`config.mk`:
```
export PLATFORM = sky130hd
export DESIGN_NAME = rstout_ctrl
export DESIGN_NICKNAME = d
export VERILOG_FILES = /design/src/rtl/rstout_pkg.sv /design/src/rtl/rstout_tick.sv /design/src/rtl/rstout_seq.sv /design/src/rtl/rstout_pinchk.sv /design/src/rtl/rstout_ctrl.sv
export SDC_FILE = /design/constraint.sdc
export NUM_CORES = 1
export LEC_CHECK = 0
export BUFFER_PORTS_ARGS = -buffer_cell sky130_fd_sc_hd__buf_2
export CAP_MARGIN = 30
export CORE_MARGIN = 5
export CORE_UTILIZATION = 45
export DETAILED_ROUTE_END_ITERATION = 10
export PLACE_DENSITY = 0.66
export SLEW_MARGIN = 25
export SYNTH_ARGS = -nofsm -noshare
export SYNTH_HDL_FRONTEND = slang
export SYNTH_SLANG_ARGS = --single-unit
export TNS_END_PERCENT = 20
```
`constraint.sdc`:
```
create_clock -name clk -period 7.3 [get_ports clk]
set_input_delay 1.46 -clock clk [delete_from_list [all_inputs] [get_ports clk]]
set_output_delay 1.46 -clock clk [all_outputs]
set_load 0.02 [all_outputs]
```
`src/rtl/rstout_pkg.sv`:
```
package rstout_pkg;

    typedef enum logic [1:0] {
        ST_SELFTEST = 2'd0,
        ST_RELEASED = 2'd1,
        ST_ASSERT   = 2'd2,
        ST_HOLDOFF  = 2'd3
    } rst_state_e;

    localparam int unsigned MAX_DLY_US = 200000;
    localparam int unsigned DLY_CW     = $clog2(MAX_DLY_US + 1);

    // Hold-off length in microseconds for each select code
    function automatic int unsigned dly_us(input logic [2:0] sel);
        int unsigned v;
        case (sel)
            3'd0:    v = 200;
            3'd1:    v = 1000;
            3'd2:    v = 2000;
            3'd3:    v = 5000;
            3'd4:    v = 10000;
            3'd5:    v = 20000;
            3'd6:    v = 100000;
            default: v = 200000;
        endcase
        return v;
    endfunction

endpackage

```
`src/rtl/rstout_tick.sv`:
```
module rstout_tick #(
    parameter int unsigned TICK_DIV = 250
) (
    input  logic clk,
    input  logic rst_n,
    output logic tick
);
    localparam int unsigned CW = (TICK_DIV > 1) ? $clog2(TICK_DIV) : 1;
    localparam logic [CW-1:0] LAST = CW'(TICK_DIV - 1);

    typedef struct packed {
        logic [CW-1:0] cnt;
    } tick_regs_t;

    tick_regs_t r_q, r_d;

    always_comb begin
        r_d = r_q;
        if (r_q.cnt == LAST) r_d.cnt = '0;
        else                 r_d.cnt = r_q.cnt + 1'b1;
    end

    always_ff @(posedge clk or negedge rst_n) begin
        if (!rst_n) r_q <= '0;
        else        r_q <= r_d;
    end

    assign tick = (r_q.cnt == LAST);
endmodule

```
`src/rtl/rstout_seq.sv`:
```
module rstout_seq
    import rstout_pkg::*;
#(
    parameter int unsigned NCH     = 4,
    parameter int unsigned DLY_DIV = 1
) (
    input  logic           clk,
    input  logic           rst_n,
    input  logic           tick,
    input  logic           bist_done,
    input  logic           wd_flt,
    input  logic           wd_en,
    input  logic           esm_flt,
    input  logic           esm_en,
    input  logic [NCH-1:0] ov_flt,
    input  logic [NCH-1:0] ov_en,
    input  logic [NCH-1:0] uv_flt,
    input  logic [NCH-1:0] uv_en,
    input  logic [2:0]     dly_sel,
    output logic           drive_low
);
    typedef struct packed {
        rst_state_e       st;
        logic [DLY_CW-1:0] hold;
    } seq_regs_t;

    seq_regs_t r_q, r_d;

    logic              fault_any;
    logic [DLY_CW-1:0] target;
    int unsigned       scaled;

    always_comb begin
        fault_any = (wd_flt & wd_en) | (esm_flt & esm_en)
                  | (|(ov_flt & ov_en)) | (|(uv_flt & uv_en));
        scaled = dly_us(dly_sel) / DLY_DIV;
        if (scaled == 0) scaled = 1;
        target = DLY_CW'(scaled);
    end

    always_comb begin
        r_d = r_q;
        case (r_q.st)
            ST_SELFTEST: begin
                if (bist_done) r_d.st = fault_any ? ST_ASSERT : ST_RELEASED;
            end
            ST_RELEASED: begin
                if (fault_any) r_d.st = ST_ASSERT;
            end
            ST_ASSERT: begin
                if (!fault_any) begin
                    r_d.st   = ST_HOLDOFF;
                    r_d.hold = '0;
                end
            end
            default: begin
                if (fault_any) begin
                    r_d.st = ST_ASSERT;
                end else if (tick) begin
                    if (r_q.hold + 1'b1 >= target) begin
                        r_d.st   = ST_RELEASED;
                        r_d.hold = '0;
                    end else begin
                        r_d.hold = r_q.hold + 1'b1;
                    end
                end
            end
        endcase
    end

    always_ff @(posedge clk or negedge rst_n) begin
        if (!rst_n) begin
            r_q.st   <= ST_SELFTEST;
            r_q.hold <= '0;
        end else begin
            r_q <= r_d;
        end
    end

    assign drive_low = (r_q.st != ST_RELEASED);
endmodule

```
`src/rtl/rstout_pinchk.sv`:
```
module rstout_pinchk #(
    parameter int unsigned BLANK_CYC = 500
) (
    input  logic clk,
    input  logic rst_n,
    input  logic drive_low,
    input  logic pin_lvl,
    input  logic mm_clr,
    output logic mm_flag
);
    localparam int unsigned BW = $clog2(BLANK_CYC + 1);

    typedef struct packed {
        logic          s1;
        logic          s2;
        logic          prev;
        logic [BW-1:0] blank;
        logic          flag;
    } chk_regs_t;

    chk_regs_t r_q, r_d;
    logic      changed, detect;

    always_comb begin
        r_d     = r_q;
        changed = (drive_low != r_q.prev);
        detect  = !changed && (r_q.blank == '0) && (r_q.s2 != !drive_low);
        r_d.s1   = pin_lvl;
        r_d.s2   = r_q.s1;
        r_d.prev = drive_low;
        if (changed)                r_d.blank = BW'(BLANK_CYC);
        else if (r_q.blank != '0)   r_d.blank = r_q.blank - 1'b1;
        r_d.flag = (r_q.flag & ~mm_clr) | detect;
    end

    always_ff @(posedge clk or negedge rst_n) begin
        if (!rst_n) begin
            r_q.s1    <= 1'b0;
            r_q.s2    <= 1'b0;
            r_q.prev  <= 1'b1;
            r_q.blank <= '0;
            r_q.flag  <= 1'b0;
        end else begin
            r_q <= r_d;
        end
    end

    assign mm_flag = r_q.flag;
endmodule

```
`src/rtl/rstout_ctrl.sv`:
```
module rstout_ctrl #(
    parameter int unsigned NCH      = 4,
    parameter int unsigned TICK_DIV = 250,
    parameter int unsigned DLY_DIV  = 1
) (
    input  logic           clk,
    input  logic           rst_n,
    input  logic           bist_done,
    input  logic           wd_flt,
    input  logic           wd_en,
    input  logic           esm_flt,
    input  logic           esm_en,
    input  logic [NCH-1:0] ov_flt,
    input  logic [NCH-1:0] ov_en,
    input  logic [NCH-1:0] uv_flt,
    input  logic [NCH-1:0] uv_en,
    input  logic [2:0]     dly_sel,
    input  logic           pin_lvl,
    input  logic           mm_clr,
    output logic           rst_drive_low,
    output logic           mm_flag
);
    localparam int unsigned BLANK_CYC = 2 * TICK_DIV;

    logic tick;

    rstout_tick #(.TICK_DIV(TICK_DIV)) u_tick (
        .clk   (clk),
        .rst_n (rst_n),
        .tick  (tick)
    );

    rstout_seq #(.NCH(NCH), .DLY_DIV(DLY_DIV)) u_seq (
        .clk       (clk),
        .rst_n     (rst_n),
        .tick      (tick),
        .bist_done (bist_done),
        .wd_flt    (wd_flt),
        .wd_en     (wd_en),
        .esm_flt   (esm_flt),
        .esm_en    (esm_en),
        .ov_flt    (ov_flt),
        .ov_en     (ov_en),
        .uv_flt    (uv_flt),
        .uv_en     (uv_en),
        .dly_sel   (dly_sel),
        .drive_low (rst_drive_low)
    );

    rstout_pinchk #(.BLANK_CYC(BLANK_CYC)) u_pin (
        .clk       (clk),
        .rst_n     (rst_n),
        .drive_low (rst_drive_low),
        .pin_lvl   (pin_lvl),
        .mm_clr    (mm_clr),
        .mm_flag   (mm_flag)
    );
endmodule

```
==> Yosys cells after proc, flatten, opt, wreduce, memory -nomap -nowiden <==
Index checks and enable logic that the tools add are counted.
{ "op_classes": {"addsub": 3, "multipliers": 0, "div_mod_pow": 0, "order_cmp": 1, "n_eq_ne": 15, "shifts": 0, "mux": 16, "bitwise": 12, "reduce_logical": 18} }
{ "ops": {"columns": ["cell", "n"], "rows": [
  ["18-bit case mux with 7 select lines", 1],
  ["18-bit 2-to-1 mux", 3],
  ["20-bit 2-to-1 mux", 2],
  ["18-bit case mux with 2 select lines", 1],
  ["32-bit logical NOT", 1],
  ["18-bit by 1-bit adder with 18-bit output (second input constant)", 1],
  ["18-bit >= comparator", 1],
  ["9-bit 2-to-1 mux", 2],
  ["2-bit 2-to-1 mux", 5],
  ["3-bit equality test (second input constant)", 3],
  ["9-bit logical NOT", 1],
  ["9-bit nonzero test", 1],
  ["9-bit by 1-bit subtractor with 9-bit output (second input constant)", 1],
  ["8-bit by 1-bit adder with 8-bit output (second input constant)", 1],
  ["4-bit bitwise AND", 2],
  ["8-bit equality test (second input constant)", 1],
  ["8-bit 2-to-1 mux", 1],
  ["4-bit nonzero test", 2],
  ["4-bit OR reduction", 2],
  ["3-bit by 2-bit equality test with 1-bit output (second input constant)", 2],
  ["2-bit case mux with 3 select lines", 1],
  ["5-bit AND reduction", 1],
  ["2-bit by 1-bit inequality test with 1-bit output (second input constant)", 2],
  ["2-bit inequality test (second input constant)", 2],
  ["14 further kinds", 25]
]} }
{ "word_totals": {"regBits": 41, "latchBits": 0, "mem_bits_rw": 0, "rom_bits": 0, "input_bits": 28, "out_inout_bits": 2, "word_cells": 73, "mem_count": 0} }

==> Depth between registers and ports, before layout <==
Gate-level depths: netlist of the first run.
{ "depth": {"depth_word": 9, "depth_mapped": 14, "depth_no_buf": 13} }

==> By module <==
Synthesis of the first run repeated with hierarchy kept, for this count alone.
{ "unflattened": {"cells_unflattened": 306, "area_unflattened_um2": 2798.9} }
{ "modules_own_cells": {"columns": ["module", "instances", "cells_each", "area_each_um2", "seq_area_each_um2"], "rows": [
  ["rstout_seq", 1, 205, 1765.4, 500.5],
  ["rstout_pinchk", 1, 60, 639.4, 326.6],
  ["rstout_tick", 1, 41, 394.1, 200.2]
]} }

==> Least setup slack after synthesis of the first run <==
Ideal clock, no wire load.
{ "synth_timing": {"kind": "input to register", "start": "in dly_sel[1]", "end": "reg u_seq.r_q[7] (netlist bit)", "setup_ns": 0.122, "arrival_time_ns": 3.476, "required_ns": 7.178, "slack_ns": 3.703, "cell_stages": 10, "path_buffers": 2, "cell_sequence": "clkbuf_1 nand2_1 or2_2 ha_1 and4_1 nor4b_1 o32ai_1 and3_1 buf_4 a32o_1"} }
{ "synth_between": {"elab_chain_cells": 9, "elab_cells_between_ends": 15, "cone_classes": "order compare: 1; eq/ne: 6; mux: 6; reduce/logical: 2"} }
{ "synth_rtl": {"columns": ["item", "line", "rtl"], "rows": [
  ["from (decl)", "rstout_ctrl.sv:17", "input logic [2:0] dly_sel,"],
  ["3-bit equality test, or another cell as far along", "rstout_pkg.sv:16", "case (sel)"],
  ["18-bit case mux with 7 select lines (*)", "rstout_pkg.sv:16", null],
  ["32-bit logical NOT", "rstout_seq.sv:37", "if (scaled == 0) scaled = 1;"],
  ["18-bit 2-to-1 mux (*)", "rstout_seq.sv:37", null],
  ["18-bit >= comparator (*)", "rstout_seq.sv:60", "if (r_q.hold + 1'b1 >= target) begin"],
  ["18-bit 2-to-1 mux (*)", "rstout_seq.sv:60", null],
  ["20-bit 2-to-1 mux (*)", "rstout_seq.sv:59", "end else if (tick) begin"],
  ["18-bit 2-to-1 mux (*)", "rstout_seq.sv:57", "if (fault_any) begin"],
  ["18-bit case mux with 2 select lines (*)", "rstout_seq.sv:43", "case (r_q.st)"],
  ["to (signal assigned)", "rstout_seq.sv:76", "r_q <= r_d;"],
  ["to (decl)", "rstout_seq.sv:27", "seq_regs_t r_q, r_d;"]
]} }
Mark *: on every way between the ends. The rest lies on a longest branch, timed or not. The select of a mux whose other input is x is not followed.
A chain may end at the register's enable or synchronous reset.

==> Final worst setup path of the first run <==
{ "layout_timing": {"start": "in dly_sel[2]", "end": "reg u_seq.r_q[17] (netlist bit)"} }
The elaborated chain is that of the path after synthesis.

==> impl_metrics.toml, run 1 <==
[placement]
port_buffers = 29
place_inst = 391
routabilityCongestion = 0.801
hpwlAfterDp_um = 4430

[finish]
nFillCells = 546
fin_nets = 374
mostFrequentLayoutCells = "40 x dfrtp_1, 35 x nand2_1, 28 x buf_2, 25 x nor2_1, 23 x ha_1"
drive_gt1_share_pct = 15.4
layout_commonest_cell = "dfrtp_1"
area_delta_synth_final_pct = 11.6
multi_input_area_um2 = 1620
fin_cells = 399
seq_area_um2 = 1030
diodes = 0

[sta]
period_minus_slack_ns = 3.68
worstMarginPinSlew_ns = 0.650
maxSlewViolCount = 0
hold_viol_final = 0
fin_skew_ns = 0.00965
finalSetupTns_ns = 0
setup-violations-final = 0
clock.fmax_mhz = 272
relSlewSlack_pct = 56.3
finalCritPeriodShare_pct = 50.4
grt_setup_unrepaired = "false"

[route]
dr.pass1.iters = 4
ant_nets = 0
drt_iter0_drc = 104
wl_per_cell_um = 14.6
vias_per_cell = 5.59
vias = 2232
drt_wl_total_um = 5820
drc_errors = 0

[floorplan]
die_height_um = 88.1
placementRows = 28
initial_core_util_pct = 46.4
dieArea_um2 = 7760
core-area_um2 = 5920
die_width_um = 88.1
ios = 30

[clocking]
h-tree-depth = 2
path_clk_slew_ns = 0.08
clockBufferDepth = 2
cts_sinks = 41
worstSkewPairLatency_ns = 0.29
cts_tree = "yes"
root_buffer = "clkbuf_8"
cts_buffers = 5
postCtsSetupRepairBufs = 0
cts-resized-gates = 0
hold_buffers = 0

[synthesis]
syn-num-nets = 347
ys_types = 52
synthCells = 296
synth-seq-cells = 41
ys_async_sr_fraction_pct = 100
avgSynthCellArea_um2 = 9.27
synth-edff-count = 0
ys_seq_area_share_pct = 37.4
yosys_warnings = 0
synth_area_um2 = 2750
synth_flop_cell = "dfrtp_1"

[setup_path]
required_ns = 7.53
r2r_start = "u_seq.r_q[0]"
criticalPathCategory = "in2reg"
crit_fanout = 12
worst_setup_path_end_kind = "flop"
arrival_ns = 3.91
crit_start = "dly_sel[2]"
worstSetupStartpointType = "input port"

[pwr]
p_int_mw = 0.458
seq_power_share_pct = 43.0
p_sw_mw = 0.192
power_frac_comb_pct = 24.2
pwr_density_cell_nw_per_um2 = 212
switching_share_pct = 29.5
clkPwrFrac_pct = 32.8
ir_drop_mv = 0.132
p_leak_nw = 1.44

[global_route]
grt_max_degree = 42
track_usage_pct = 16.2
grt_pass1_wl_um = 9840
first_global_vias = 2135
grt_overflow_total = 0
antenna_found_initial = 0

[min_path]
hp-start = "u_pin.r_d[11]"
worstHoldPathType = "reg2reg"

[status]
status = "completed"

[flow_run]
drv_cap = 0
[final cells by class]
class / instances / area share (%)
Clock buffer: 5 / 2.25
Clock inverter: 3 / 2.12
Inverter: 9 / 1.10
Multi-Input combinational cell: 236 / 52.9
Sequential cell: 41 / 33.5
Tap cell: 75 / 3.06
Timing Repair Buffer: 30 / 5.07
[routing by layer]
layer | global-route usage, % | wire, um
met5 | 0 | 0
met4 | 5.22 | 65
met3 | 3.48 | 166
met2 | 26.8 | 2820
met1 | 21.3 | 2760
[cells by family after synthesis]
group	synth area share (%)
XOR/XNOR	7.34
flip-flops	37.4
buffers and inverters	3.60
AND/OR/NAND/NOR	24.3
multiplexers	0.410
AO/OA/AOI/OAI	16.4
adder cells (fa/ha/maj)	10.5
[worst max-delay path, stage by stage]
cell and delay, ns:
buf_2 0.18, or3b_2 0.46, ha_1 0.29, and4_1 0.17
nor4b_1 0.14, o32ai_1 0.20, nand4_1 0.49, nor4_1 0.38
a21o_1 0.13
[flip-flops by register name, summed over array words and instances (netlist names)]
| register | count |
|---|---|
| u_pin.r_d | 1 |
| u_pin.r_q | 11 |
| u_pin.mm_flag | 1 |
| u_seq.r_q | 20 |
| u_tick.r_q | 8 |
[final timing paths]
kind                                      end  slack [ns]  cells after the start
worst min-delay path            u_pin.r_q[11]        0.36                      0
worst max-delay path            u_seq.r_q[17]        3.62                      9
worst min register to register  u_pin.r_q[11]        0.36                      0
max in group asynchronous       u_pin.r_q[10]        5.79                      1
worst max register to register  u_seq.r_q[17]        3.75                     12
min in group asynchronous       u_tick.r_q[5]        1.15                      1
[power groups by stage]
stage                     Sequential, mW  Clock [mW]  Combinational [mW]
final                              0.279       0.213               0.158
after CTS                          0.280       0.220               0.159
after floorplan                    0.278           0               0.124
after global placement             0.282           0               0.155
after detailed placement           0.284           0               0.158
after global routing               0.284       0.231               0.179
[through the flow]
step / area [um2] / util [%] / setup slack, ns / total power, mW / hold slack (ns)
after floorplan: 2750 / - / 3.70 / 0.402 / 0.331
after detailed placement: 2930 / 49.4 / 3.39 / 0.441 / 0.345
after CTS: 3060 / 51.7 / 3.69 / 0.658 / 0.363
after global placement: 2930 / 49.4 / 3.48 / 0.437 / 0.350
final: 3060 / 51.7 / 3.62 / 0.650 / 0.357
after global routing: 3060 / 51.7 / 3.33 / 0.693 / 0.365
[synthesized netlist by cell type, types with 5 or more instances]
| master | count | share of area (%) |
|---|---|---|
| nor2_1 | 25 | 3.4 |
| nor4_1 | 6 | 1.4 |
| nand4_1 | 5 | 1.1 |
| inv_1 | 9 | 1.2 |
| xnor2_1 | 10 | 3.2 |
| a22oi_1 | 5 | 1.4 |
| ha_1 | 23 | 10 |
| a32o_1 | 10 | 3.6 |
| o21ai_0 | 14 | 2.6 |
| a21oi_1 | 10 | 1.8 |
| nand2_1 | 35 | 4.8 |
| a211oi_1 | 5 | 1.4 |
| a21o_1 | 7 | 1.9 |
| and3_1 | 6 | 1.4 |
| dfrtp_1 | 40 | 36 |
| nand2b_1 | 5 | 1.1 |
| nand3_1 | 12 | 2.2 |
| xor2_1 | 13 | 4.1 |
| or3_1 | 5 | 1.1 |
| clkbuf_1 | 5 | 0.68 |
(Power assumes the default switching activity.)
==> run 2, diff against run 1 <==
--- a/config.mk
+++ b/config.mk
@@ -10,7 +10,7 @@
 export CORE_MARGIN = 5
 export CORE_UTILIZATION = 45
 export DETAILED_ROUTE_END_ITERATION = 10
-export PLACE_DENSITY = 0.66
+export PLACE_DENSITY = 0.68
 export SLEW_MARGIN = 25
 export SYNTH_ARGS = -nofsm -noshare
 export SYNTH_HDL_FRONTEND = slang
==> constraint.sdc (replaced) <==
create_clock -name clk -period 3 [get_ports clk]
set_input_delay 0.6 -clock clk [delete_from_list [all_inputs] [get_ports clk]]
set_output_delay 0.6 -clock clk [all_outputs]
set_load 0.02 [all_outputs]
==> run 2 against run 1 <==
Effect of this change: clock skew about the same; highest routed layer unchanged; setup slack worse by 3.5 ns; sequential share of layout area down 3.4 points; utilization up 5.9 points; worst hold slack worse by 0.077 ns; critical path type is now reg2reg; power up 150%; largest cell class unchanged; non-clock buffer count up 21; register-to-register slack worse by 3.7 ns; final cell count up 5.3%; sequential power up 140%; via count up 3.0%; global-route usage up 0.64 points.
==> impl_metrics.toml, run 2 (synthesis results as in run 1) <==
[status]
status = "completed"

[clocking]
h-tree-depth = 2
path_clk_slew_ns = 0.09
cts_buffers = 5
worstSkewPairLatency_ns = 0.30
cts_tree = "yes"
cts_sinks = 41
clockBufferDepth = 2
hold_buffers = 0
root_buffer = "clkbuf_8"

[setup_path]
r2r_cells = 12
path_depth = 12
path_cells = "and3_4, and3_2, nand4_1, nor2_4, xor2_2, ha_1, and4_4, o32ai_2, nand4_1, buf_6, o21bai_1, a21o_1"
endpoint = "u_seq.r_q[17]"
worst_setup_path_end_kind = "flop"
slowest_stage = "dfrtp_1"
cp_top_family = "simple AND/OR/NAND/NOR gates"
arrival_ns = 3.14
max_stage_delay_ns = 0.41
timing.critical_path.mode_cell = "nand4_1"
r2r_end = "u_seq.r_q[17]"
crit_fanout = 5
required_ns = 3.23
cp.buffers_inverters = 1
criticalPathCategory = "reg2reg"
crit_start = "u_seq.r_q[10]"
r2r_slack_ns = 0.1
worstSetupStartpointType = "flop"
r2r_start = "u_seq.r_q[10]"

[placement]
dpl-instance-area_um2 = 3050
port_buffers = 29
place_inst = 406
hpwlAfterDp_um = 4550
routabilityCongestion = 0.786

[route]
drt_iter0_drc = 100
dr.pass1.iters = 4
drc_errors = 0
vias = 2300
wl_per_cell_um = 15.2
drt_wl_total_um = 6400
vias_per_cell = 5.48
ant_nets = 0

[sta]
worstMarginPinSlew_ns = 0.668
fin_skew_ns = 0.00989
setup-violations-final = 0
clock.fmax_mhz = 345
hold_slack_ns = 0.280
period_minus_slack_ns = 2.90
hold_viol_final = 0
relSlewSlack_pct = 55.1
maxSlewViolCount = 0
finalCritPeriodShare_pct = 96.7

[pwr]
p_leak_nw = 1.55
p_int_mw = 1.09
pwr_density_cell_nw_per_um2 = 468
seq_power_share_pct = 42.7
switching_share_pct = 32.0
ir_drop_mv = 0.343
power_mw = 1.60
power_frac_comb_pct = 28.6
p_sw_mw = 0.510
clkPwrFrac_pct = 28.7

[finish]
largest_registers = "u_seq.r_q: 20 flops, u_pin.r_q: 11 flops, u_tick.r_q: 8 flops"
diodes = 0
layout_commonest_cell = "dfrtp_1"
largest_register_ffs = 20
area_delta_synth_final_pct = 24.3
drive_gt1_share_pct = 29.6
mostFrequentLayoutCells = "40 x dfrtp_1, 35 x nand2_1, 28 x buf_2, 22 x ha_1, 20 x buf_4"
fin_nets = 395
largest-register = "u_seq.r_q"
fin_cells = 420
fin_util_pct = 57.6
design_area_um2 = 3410

[floorplan]
core-area_um2 = 5920
placementRows = 28
initial_core_util_pct = 46.4
die_height_um = 88.1
dieArea_um2 = 7760
die_width_um = 88.1
ios = 30

[flow_run]
drv_cap = 0

[global_route]
grt_pass1_wl_um = 10400
grt_overflow_total = 0
first_global_vias = 2260
track_usage_pct = 16.9
antenna_found_initial = 0
grt_max_degree = 42

[min_path]
worstHoldPathType = "in2async"
==> run 2: per-layer routing <==
| layer | up-vias | track usage [%] | share of wire, % |
|---|---|---|---|
| met3 | 6 | 3.39 | 2.1 |
| met4 | 0 | 5.08 | 1.1 |
| met1 | 1101 | 21.9 | 45 |
| met5 | - | 0 | 0 |
| li1 | 1171 | - | - |
| met2 | 22 | 28.5 | 52 |
==> run 2: worst min-delay path by stage <==
stage          depth (start not counted)             to     startpoint  slack [ns]
5_1_grt                                1  u_seq.r_q[11]          rst_n        0.32
3_5_place_dp                           0  u_pin.r_q[11]  u_pin.r_d[11]        0.33
2_1_floorplan                          0  u_pin.mm_flag          rst_n        0.30
4_1_cts                                0  u_pin.r_q[11]  u_pin.r_d[11]        0.35
3_3_place_gp                           0  u_pin.r_q[11]  u_pin.r_d[11]        0.33
6_report                               1  u_pin.mm_flag          rst_n        0.28
==> run 2: cell type report <==
type,count,area (um2)
clock inverters,3,43.8
flip-flops and latches,41,1030
repair buffers,51,333
well taps,75,93.8
inverters,9,33.8
fillers,505,2510
clock buffers,5,68.8
multi-input cells,236,1810
==> run 2: through the flow <==
stage | TNS, ns | setup WS (ns)
floorplan | 0 | 0.201
global placement | 0 | 0.0255
detailed placement | -0.0180 | -0.00717
CTS | 0 | 0.00524
global route | -0.339 | -0.105
finish | 0 | 0.0978
==> run 2: power by group through the flow <==
stage          registers, mW  logic (mW)  clock network, mW
6_report               0.680       0.457              0.458
5_1_grt                0.694       0.516              0.500
4_1_cts                0.679       0.430              0.470
2_1_floorplan          0.676       0.302                  0
3_3_place_gp           0.687       0.415                  0
3_5_place_dp           0.691       0.427                  0
==> run 2: what timing repair did <==
action,in CTS,in global routing
cloned,0,0
resized for setup,1,43
setup endpoints to repair,10,20
pin swaps,0,17
buffers inserted,0,6
==> run 3, diff against run 2 <==
--- a/config.mk
+++ b/config.mk
@@ -14,5 +14,6 @@
 export SLEW_MARGIN = 25
 export SYNTH_ARGS = -nofsm -noshare
 export SYNTH_HDL_FRONTEND = slang
+export SYNTH_HIERARCHICAL = 1
 export SYNTH_SLANG_ARGS = --single-unit
 export TNS_END_PERCENT = 20
==> run 3 against run 2 <==
Effect of this change: synthesized area rose by 2.0%; worst hold slack lost 0.011 ns; flip-flop and latch count unchanged; first-iteration DRC count is 69% higher; global-route usage increased by 0.88 points; utilization fell by 0.76 points; routed wire length down 1.2%.
==> impl_metrics.toml, run 3 <==
[pwr]
power_frac_comb_pct = 29.9
switching_share_pct = 34.7
power_mw = 1.56
ir_drop_mv = 0.240
clkPwrFrac_pct = 24.0
p_int_mw = 1.02
p_sw_mw = 0.541
pwr_density_cell_nw_per_um2 = 457
p_leak_nw = 1.61
seq_power_share_pct = 46.1

[setup_path]
path_depth = 12
worstSetupStartpointType = "flop"
max_stage_delay_ns = 0.41
criticalPathCategory = "reg2reg"
required_ns = 3.22
worst_setup_path_end_kind = "flop"
arrival_ns = 3.20
slowest_stage = "or3_1"
cp.buffers_inverters = 0
path_cells = "ha_2, nand4_1, nor3_2, nand2_1, xnor2_1, ha_1, a21o_1, a21o_1, a2111oi_4, nand4_1, or3_1, o211ai_1"
crit_fanout = 4
cp_top_family = "simple AND/OR/NAND/NOR gates"
r2r_cells = 12

[sta]
finalCritPeriodShare_pct = 99.4
finalSetupTns_ns = 0
clock.fmax_mhz = 335
grt_setup_unrepaired = "true"
worstMarginPinSlew_ns = 0.886
fin_skew_ns = 0.00455
period_minus_slack_ns = 2.98
hold_viol_final = 0
maxSlewViolCount = 0
hold_slack_ns = 0.269
setup-violations-final = 0
fin_ws_ns = 0.0177
relSlewSlack_pct = 40.5

[finish]
diodes = 0
fin_cells = 431
drive_gt1_share_pct = 25.8
largest_register_ffs = 20
fin_util_pct = 56.9
layout_commonest_cell = "dfrtp_1"
fin_nets = 406
largest-register = "u_seq/r_q"
design_area_um2 = 3410
mostFrequentLayoutCells = "40 x dfrtp_1, 32 x nand2_1, 28 x buf_2, 21 x buf_4, 19 x ha_1"
largest_registers = "u_seq/r_q: 20 flops, u_pin/r_q: 11 flops, u_tick/r_q: 8 flops"
area_delta_synth_final_pct = 21.7

[route]
drt_wl_total_um = 6320
ant_nets = 0
vias = 2473
wl_per_cell_um = 14.7
drt_iter0_drc = 169
vias_per_cell = 5.74
dr.pass1.iters = 4
drc_errors = 0

[synthesis]
synth_flop_cell = "dfrtp_1"
synth.most_common_cell = "dfrtp_1"
avgSynthCellArea_um2 = 9.15
synth.top_cells.by_count = "40 x dfrtp_1, 35 x nand2_1, 23 x ha_1"
ys_seq_area_share_pct = 36.7
syn-num-nets = 357
ys_types = 55
ys_async_sr_fraction_pct = 100
ys_top_cells_by_area = "dfrtp_1 36%, ha_1 10%, nand2_1 4.7%"
synthCells = 306
synth-seq-cells = 41
synth_top_area_share_pct = 35.8
yosys_warnings = 6
synth_area_um2 = 2800
synth-edff-count = 0
yosysTopAreaCell = "dfrtp_1"

[global_route]
track_usage_pct = 17.8
grt_overflow_total = 0
antenna_found_initial = 0
first_global_vias = 2519
grt_pass1_wl_um = 11200
grt_max_degree = 42

[floorplan]
core-area_um2 = 5990
dieArea_um2 = 7900
die_width_um = 88.9
initial_core_util_pct = 46.7
ios = 30
die_height_um = 88.9
placementRows = 28

[clocking]
hold_buffers = 0
cts_buffers = 5
clockBufferDepth = 2
worstSkewPairLatency_ns = 0.30
path_clk_slew_ns = 0.08
root_buffer = "clkbuf_8"
cts_sinks = 41
cts_tree = "yes"
h-tree-depth = 2

[placement]
routabilityCongestion = 0.823
port_buffers = 29
dpl-instance-area_um2 = 3130
hpwlAfterDp_um = 4700
place_inst = 420
post-place-ws_ns = -0.133

[flow_run]
drv_cap = 0

[min_path]
worstHoldPathType = "in2async"

[status]
status = "completed"
## run 3: what timing repair did
action | 4_1_cts | 5_1_grt
cloned | 0 | 1
endpoints found under the setup margin | 19 | 20
gates resized for setup | 5 | 26
buffers inserted | 1 | 2
pin swaps | 2 | 23
## run 3: power by group through the flow
stage / Clock (mW) / Combinational, mW / Sequential [mW]
finish: 0.374 / 0.466 / 0.718
global route: 0.407 / 0.525 / 0.731
CTS: 0.386 / 0.448 / 0.717
detailed placement: 0 / 0.442 / 0.727
global placement: 0 / 0.419 / 0.724
floorplan: 0 / 0.331 / 0.708
## run 3: final cells by class
class | count | area, um2
multi-input cells | 240 | 1820
clock buffers | 5 | 68.8
well taps | 75 | 93.8
flip-flops and latches | 41 | 1030
inverters | 16 | 60.1
fillers | 534 | 2580
clock inverters | 3 | 21.3
repair buffers | 51 | 320
## run 3: worst register-to-register path, stage by stage (launching register included)
cell and delay [ns]:
dfrtp_1 0.38, ha_2 0.19, nand4_1 0.16, nor3_2 0.25, nand2_1 0.14, xnor2_1 0.16, ha_1 0.21, a21o_1 0.16
a21o_1 0.18, a2111oi_4 0.30, nand4_1 0.27, or3_1 0.41, o211ai_1 0.09
## run 3: routing by layer
metal  wire [um]  up-vias  GRT usage, %
li1            -     1216             -
met1        2910     1169          23.2
met2        2950       72          29.4
met3         314       16          3.45
met4         144        0          6.18
met5           0        -             0
## run 3: cells by family (layout without fill, tap and decap cells)
group | after synthesis | after routing | share of synthesized area, %
multiplexers | 2 | 2 | 0.715
XOR/XNOR | 15 | 15 | 4.69
flip-flops | 41 | 41 | 36.7
AND/OR/NAND/NOR | 129 | 129 | 25.4
adder cells (fa/ha/maj) | 23 | 23 | 10.3
buffers and inverters | 25 | 75 | 4.02
AO/OA/AOI/OAI | 71 | 71 | 18.2
## run 3: worst paths after layout
check,slack (ns),startpoint,to
worst max-delay path,0.02,u_seq/r_q[1],u_seq/r_q[14]
worst min-delay path,0.27,rst_n,u_pin/r_q[8]
worst max register to register,0.02,u_seq/r_q[1],u_seq/r_q[14]
worst min register to register,0.36,u_pin/r_d[11],u_pin/r_q[11]
max in group asynchronous,2.35,rst_n,u_pin/r_q[10]
min in group clk,0.36,u_pin/r_d[11],u_pin/r_q[11]
